File: src/rtl/cinsn_pkg.sv
package cinsn_pkg;

    typedef enum logic [1:0] {
        MODE_STD = 2'd0,
        MODE_C10 = 2'd1,
        MODE_C16 = 2'd2
    } imode_e;

    typedef enum logic [1:0] {
        ST_STD  = 2'd0,
        ST_C16  = 2'd1,
        ST_ONCE = 2'd2
    } trk_state_e;

    typedef struct packed {
        logic xbit;
        logic sbit;
        logic tag;
    } hdr_t;

    typedef struct packed {
        trk_state_e st;
    } trk_regs_t;

endpackage

File: src/rtl/cinsn_hdr_extract.sv
module cinsn_hdr_extract
    import cinsn_pkg::*;
#(
    parameter int WIN_W = 32,
    parameter int HW_W  = 16,
    parameter int TAG_W = 5,
    parameter logic [TAG_W-1:0] TAG_VAL = '0
) (
    input  logic [WIN_W-1:0] win_i,
    output hdr_t             hdr_o
);
    localparam int TOP = WIN_W - 1;
    localparam int SBIT_POS = WIN_W - HW_W;

    always_comb begin
        hdr_o.xbit = win_i[TOP];
        hdr_o.sbit = win_i[SBIT_POS];
        hdr_o.tag  = (win_i[TOP -: TAG_W] == TAG_VAL);
    end
endmodule

File: src/rtl/cinsn_classify.sv
module cinsn_classify
    import cinsn_pkg::*;
(
    input  trk_state_e st_i,
    input  hdr_t       hdr_i,
    output imode_e     mode_o,
    output logic       long_o,
    output logic       illegal_o,
    output trk_state_e st_next_o
);
    always_comb begin
        mode_o    = MODE_STD;
        long_o    = 1'b1;
        illegal_o = 1'b0;
        st_next_o = ST_STD;
        unique case (st_i)
            ST_STD: begin
                if (hdr_i.tag) begin
                    mode_o    = MODE_C10;
                    long_o    = 1'b0;
                    st_next_o = hdr_i.sbit ? ST_C16 : ST_STD;
                end
            end
            ST_C16: begin
                mode_o = MODE_C16;
                long_o = 1'b0;
                if (hdr_i.sbit)      st_next_o = ST_C16;
                else if (hdr_i.xbit) st_next_o = ST_ONCE;
                else                 st_next_o = ST_STD;
            end
            ST_ONCE: begin
                illegal_o = hdr_i.tag;
                st_next_o = ST_C16;
            end
            default: st_next_o = ST_STD;
        endcase
    end
endmodule

File: src/rtl/cinsn_len_tracker.sv
module cinsn_len_tracker
    import cinsn_pkg::*;
#(
    parameter int WIN_W = 32,
    parameter int HW_W  = 16,
    parameter int TAG_W = 5,
    localparam int LEN_W = $clog2(WIN_W + 1),
    localparam int OFF_W = $clog2(WIN_W / 8 + 1)
) (
    input  logic             clk_i,
    input  logic             rst_i,
    input  logic [WIN_W-1:0] win_i,
    input  logic             win_valid_i,
    input  logic             win_ready_i,
    input  logic             mode_rst_i,
    output logic [LEN_W-1:0] len_o,
    output logic [1:0]       mode_o,
    output logic [OFF_W-1:0] next_off_o,
    output logic             illegal_o
);
    localparam logic [LEN_W-1:0] LEN_SHORT = LEN_W'(HW_W);
    localparam logic [LEN_W-1:0] LEN_LONG  = LEN_W'(WIN_W);
    localparam logic [OFF_W-1:0] OFF_SHORT = OFF_W'(HW_W / 8);
    localparam logic [OFF_W-1:0] OFF_LONG  = OFF_W'(WIN_W / 8);

    trk_regs_t  regs_d, regs_q;
    hdr_t       hdr;
    imode_e     cls_mode;
    logic       cls_long;
    logic       cls_ill;
    trk_state_e st_next;
    logic       accept;

    cinsn_hdr_extract #(
        .WIN_W(WIN_W), .HW_W(HW_W), .TAG_W(TAG_W)
    ) hdr_i (
        .win_i (win_i),
        .hdr_o (hdr)
    );

    cinsn_classify cls_i (
        .st_i      (regs_q.st),
        .hdr_i     (hdr),
        .mode_o    (cls_mode),
        .long_o    (cls_long),
        .illegal_o (cls_ill),
        .st_next_o (st_next)
    );

    assign accept = win_valid_i && win_ready_i;

    always_comb begin
        regs_d = regs_q;
        if (mode_rst_i)  regs_d.st = ST_STD;
        else if (accept) regs_d.st = st_next;
    end

    always_ff @(posedge clk_i) begin
        if (rst_i) regs_q <= '{st: ST_STD};
        else       regs_q <= regs_d;
    end

    assign len_o      = cls_long ? LEN_LONG : LEN_SHORT;
    assign next_off_o = cls_long ? OFF_LONG : OFF_SHORT;
    assign mode_o     = cls_mode;
    assign illegal_o  = cls_ill;

    a_r1_reset_std: assert property (@(posedge clk_i) disable iff (rst_i)
        $past(rst_i) |-> regs_q.st == ST_STD);
    a_r11_override_wins: assert property (@(posedge clk_i) disable iff (rst_i)
        mode_rst_i |=> regs_q.st == ST_STD);
    a_r9_hold_idle: assert property (@(posedge clk_i) disable iff (rst_i)
        (!accept && !mode_rst_i) |=> $stable(regs_q.st));
    a_r7_once_returns: assert property (@(posedge clk_i) disable iff (rst_i)
        (regs_q.st == ST_ONCE && accept && !mode_rst_i) |=> regs_q.st == ST_C16);
    a_r8_illegal_scope: assert property (@(posedge clk_i) disable iff (rst_i)
        illegal_o |-> (mode_o == MODE_STD && len_o == LEN_LONG && regs_q.st == ST_ONCE));
    a_r10_offset_match: assert property (@(posedge clk_i) disable iff (rst_i)
        (mode_o != MODE_STD) |-> (next_off_o == OFF_SHORT && len_o == LEN_SHORT));
endmodule

File: config.mk
export PLATFORM = sky130hd
export DESIGN_NAME = cinsn_len_tracker
export DESIGN_NICKNAME = d
export VERILOG_FILES = /design/src/rtl/cinsn_pkg.sv /design/src/rtl/cinsn_hdr_extract.sv /design/src/rtl/cinsn_classify.sv /design/src/rtl/cinsn_len_tracker.sv
export SDC_FILE = /design/constraint.sdc
export NUM_CORES = 1
export LEC_CHECK = 0
export ABC_AREA = 1
export BUFFER_PORTS_ARGS = -buffer_cell sky130_fd_sc_hd__buf_2
export CORE_AREA = 8 8 45 47
export CTS_CLUSTER_DIAMETER = 150
export CTS_CLUSTER_SIZE = 12
export DETAILED_ROUTE_END_ITERATION = 10
export DIE_AREA = 0 0 53 55
export SYNTH_ARGS = -nofsm -noshare
export SYNTH_HDL_FRONTEND = slang
export SYNTH_SLANG_ARGS = --single-unit
File: constraint.sdc
create_clock -name clk_i -period 1.7 [get_ports clk_i]
set_input_delay 0.17 -clock clk_i [delete_from_list [all_inputs] [get_ports clk_i]]
set_output_delay 0.17 -clock clk_i [all_outputs]
set_load 0.02 [all_outputs]
## Yosys cells after proc, flatten, opt, wreduce, memory -nomap -nowiden

Cells that the tools add are included.

- Register bits: 2
- Input port bits: 37
- Logic and storage cells: 19
- Output and inout port bits: 12

- Muxes and demuxes: 12
- Reduce and logical (&&, ||, !) cells: 4
- Equality and inequality tests: 2

Operators by type and width:

| cell | count |
|---|---|
| two-way mux 2 bit | 3 |
| two-way mux 6 bit | 1 |
| one-hot mux 2 bit (3 select lines) | 1 |
| zero test 5 bit | 1 |
| two-way mux 1 bit | 4 |
| one-hot mux 2 bit (2 select lines) | 1 |
| two-way mux 3 bit | 1 |
| == test 2 x 1 -> 1 bit, second input constant | 1 |
| == test 2 bit, second input constant | 1 |
| zero test 2 bit | 1 |
| one-hot mux 1 bit (2 select lines) | 1 |
| OR reduction 2 bit | 1 |
| logical AND 1 bit | 1 |

## Longest topological paths before layout

- Depth in word-level cells: 4
- Gate-level depth with buffers: 6
- Depth with buffers taken out: 5

## Hierarchy

A second synthesis with hierarchy kept.

- Cell total of the unflattened synthesis: 49
- Area total of the unflattened synthesis: 267.8 sq um

Modules (own cells, without submodules):

| module | instances | cells an instance | area each (sq um) | sequential area each (sq um) |
|---|---|---|---|---|
| cinsn_len_tracker | 1 | 24 | 162.7 | 40.0 |
| cinsn_classify | 1 | 16 | 63.8 | 0.0 |
| cinsn_hdr_extract | 1 | 9 | 41.3 | 0.0 |

## Worst setup path after synthesis

Ideal clock, no wire load.

- Kind: reg-to-output
- Start point: reg regs_q[1]
- End point: out illegal_o
- Cell stages (with the launch flop): 3
- Buffers on the path: 0
- Data arrival time: 960 ps
- Required time: 1530 ps
- Slack: 570 ps
- Path through: dfxtp_1 > inv_1 > nor3_1

- Longest elaborated chain between the ends: 2

RTL lines:

| element | RTL line | source |
|---|---|---|
| start, declared | cinsn_len_tracker.sv:26 | `trk_regs_t regs_d, regs_q;` |
| start signal, assigned | cinsn_len_tracker.sv:59 | `if (rst_i) regs_q <= '{st: ST_STD};` |
| start signal, assigned | cinsn_len_tracker.sv:60 | `else regs_q <= regs_d;` |
| == test 2 bit | cinsn_classify.sv:16 | `unique case (st_i)` |
| two-way mux 1 bit | cinsn_classify.sv:16 |  |
| end, declared | cinsn_len_tracker.sv:19 | `output logic illegal_o` |

No other way between the ends.

## Final worst setup path

Ends and elaborated chain as after synthesis.

==> results.cfg <==
[setup_path]
cp.required_ns = 1.53
cp_max_fo = 6
worst-endpoint-arrival_ns = 1.09
cp-end-kind = primary output
critPathKind = reg2out
cp-start-kind = register

[placement]
io_buffers = 17
gp_congestion = 0.6399
place_hpwl_um = 558.9
preCtsSetupSlack_ns = 0.6503

[route]
routed_wl_um = 616
wl_per_cell_um = 9.194
drc_errors = 0
vias = 241
firstDrtPassIters = 2
ant_nets = 0
first_iter_violations = 3
viasPerCell = 3.597

[synth]
ys_warn_count = 0
synth-compound-area-share = 0.1314
synth_area_um2 = 219.0
muxShareOfSynthArea = 0
synthXorXnorAreaFrac = 0
ys_ff_latch = 2
yosysSeqAreaShare = 0.1829
synth_simple_gate_area_frac = 0.2914
synth_cell_type_count = 15
synthCells = 35
synth_top_family_by_area = buffers and inverters
synthAdderAreaFrac = 0
avgSynthCellArea_um2 = 6.256

[clock_network]
cts-buffers-inserted = 3
clk_latency_ns = 0.22
cts.sinks = 2
cts_tree = yes
cts.htree.levels = 1
cts_resized = 0
clockBufferDepth = 2
cts-hold-fix-buffers = 0
cts_setup_buffers = 0
clk_pin_slew_worst_paths_ns = 0.03
clk_root_buffer_cell = clkbuf_4

[finish]
nets = 90
largestRegisters = regs_q (2)
multi_input_area_um2 = 111.4
regArea_um2 = 40.04
fillers = 177
regMostFlops = regs_q
drive_gt1_frac = 0.4902
syn_to_final_growth_pct = 37.71
largest_register_ffs = 2
antennaDiodeCount = 0

[timing]
finalCritPeriodShare = 0.7434
finalMaxSlewViolations = 0
post-route-min-period_ns = 1.264
finalWorstSetupSlack_ns = 0.4362
max_freq_mhz = 791.2
hold_viol_final = 0
rsz0062_at_grt = false
clock_skew_ns = 0.001988
setup_viol = 0
final.setup.tns_ns = 0

[global_route]
grt_usage = 0.04689
gr-total-overflow = 0
grt_pass1_vias = 262
grt_pass1_wl_um = 979
grt_max_degree = 7
antenna_found_initial = 0

[power]
leakage_nw = 0.1735
power_density_mw_per_mm2 = 671.2
peakVddDrop_mv = 0.1307

[die]
dieArea_mm2 = 0.002915
pin_count = 49
fp.dieW_um = 53
rows = 14
die_h_um = 55
start_util = 0.1582
core_mm2 = 0.001384

[flow_run]
maxCapViolCount = 0

[hold_path]
hp-class = in2reg

[run_status]
outcome = complete, no violations
power by group:
group	internal (W)	total [W]	switching, W
logic	0.0000164	0.0000482	0.0000318
clock network	0.0000778	0.000103	0.0000256
registers	0.0000488	0.0000508	0.00000204
logic make-up after synthesis:
group,Yosys count
AOI/OAI and AO/OA,5
buffers and inverters,14
DFF,2
other,1
and+or+nand+nor,13
worst paths after layout:
check / start / end / slack, ns / cells past startpoint
max reg2reg: regs_q[0] / regs_q[1] / 0.89 / 4
min: rst_i / regs_q[1] / 0.22 / 4
min reg2reg: regs_q[0] / regs_q[1] / 0.62 / 4
max: regs_q[1] / illegal_o / 0.44 / 3
final cells by class:
cell class | count | area share
clock buffer | 3 | 0.07469
sequential | 2 | 0.1328
multi-input combinational | 23 | 0.3693
inverter | 6 | 0.07469
timing repair buffer | 17 | 0.2822
tap | 16 | 0.06639
cells in the final DEF (no fill, tap or decap), drive strengths merged:
| cell type | synthesis | layout |
|---|---|---|
| nand2 | 4 | 4 |
| dfxtp | 2 | 2 |
| clkbuf | 0 | 3 |
| clkinv | 2 | 2 |
| buf | 8 | 17 |
| o21ai | 2 | 2 |
| inv | 4 | 4 |
| conb | 1 | 5 |
| a21oi | 3 | 3 |
| nor2 | 5 | 5 |
| nand3 | 2 | 2 |
| nor3 | 2 | 2 |
routing by layer:
metal	up-vias	part of all wire	GRT usage
li1	127	-	-
met1	103	0.30	0.03776
met2	11	0.58	0.08203
met3	0	0.12	0.02674
met4	0	0	0.03879
met5	-	0	0
cells in the mapped netlist, drive strengths merged:
cell / count / area (um^2)
conb: 1 / 3.750
buf: 8 / 60.06
nor3: 2 / 10.01
nand2: 4 / 15.01
inv: 4 / 15.01
o21ai: 2 / 10.01
a21oi: 3 / 18.77
dfxtp: 2 / 40.04
nor2: 5 / 23.77
clkinv: 2 / 7.510
nand3: 2 / 15.01
worst max-delay path, stage by stage, from the launching register on:
cell	delay, ns
dfxtp_1	0.43
inv_1	0.09
nor3_1	0.17
buf_2	0.19
stage by stage:
stage,area [um^2],instances,util,hold WS [ns],total power [W]
finish,301.5,67,0.2179,0.2238,0.0002024
global placement,279.0,64,0.2016,0.4407,0.00009871
global route,301.5,67,0.2179,0.2530,0.0002186
floorplan,234.0,39,-,0.3277,0.00009356
detailed placement,279.0,64,0.2016,0.4451,0.00009989
CTS,301.5,67,0.2179,0.2140,0.0002113
No activity file was read; power rests on OpenSTA's default activity.
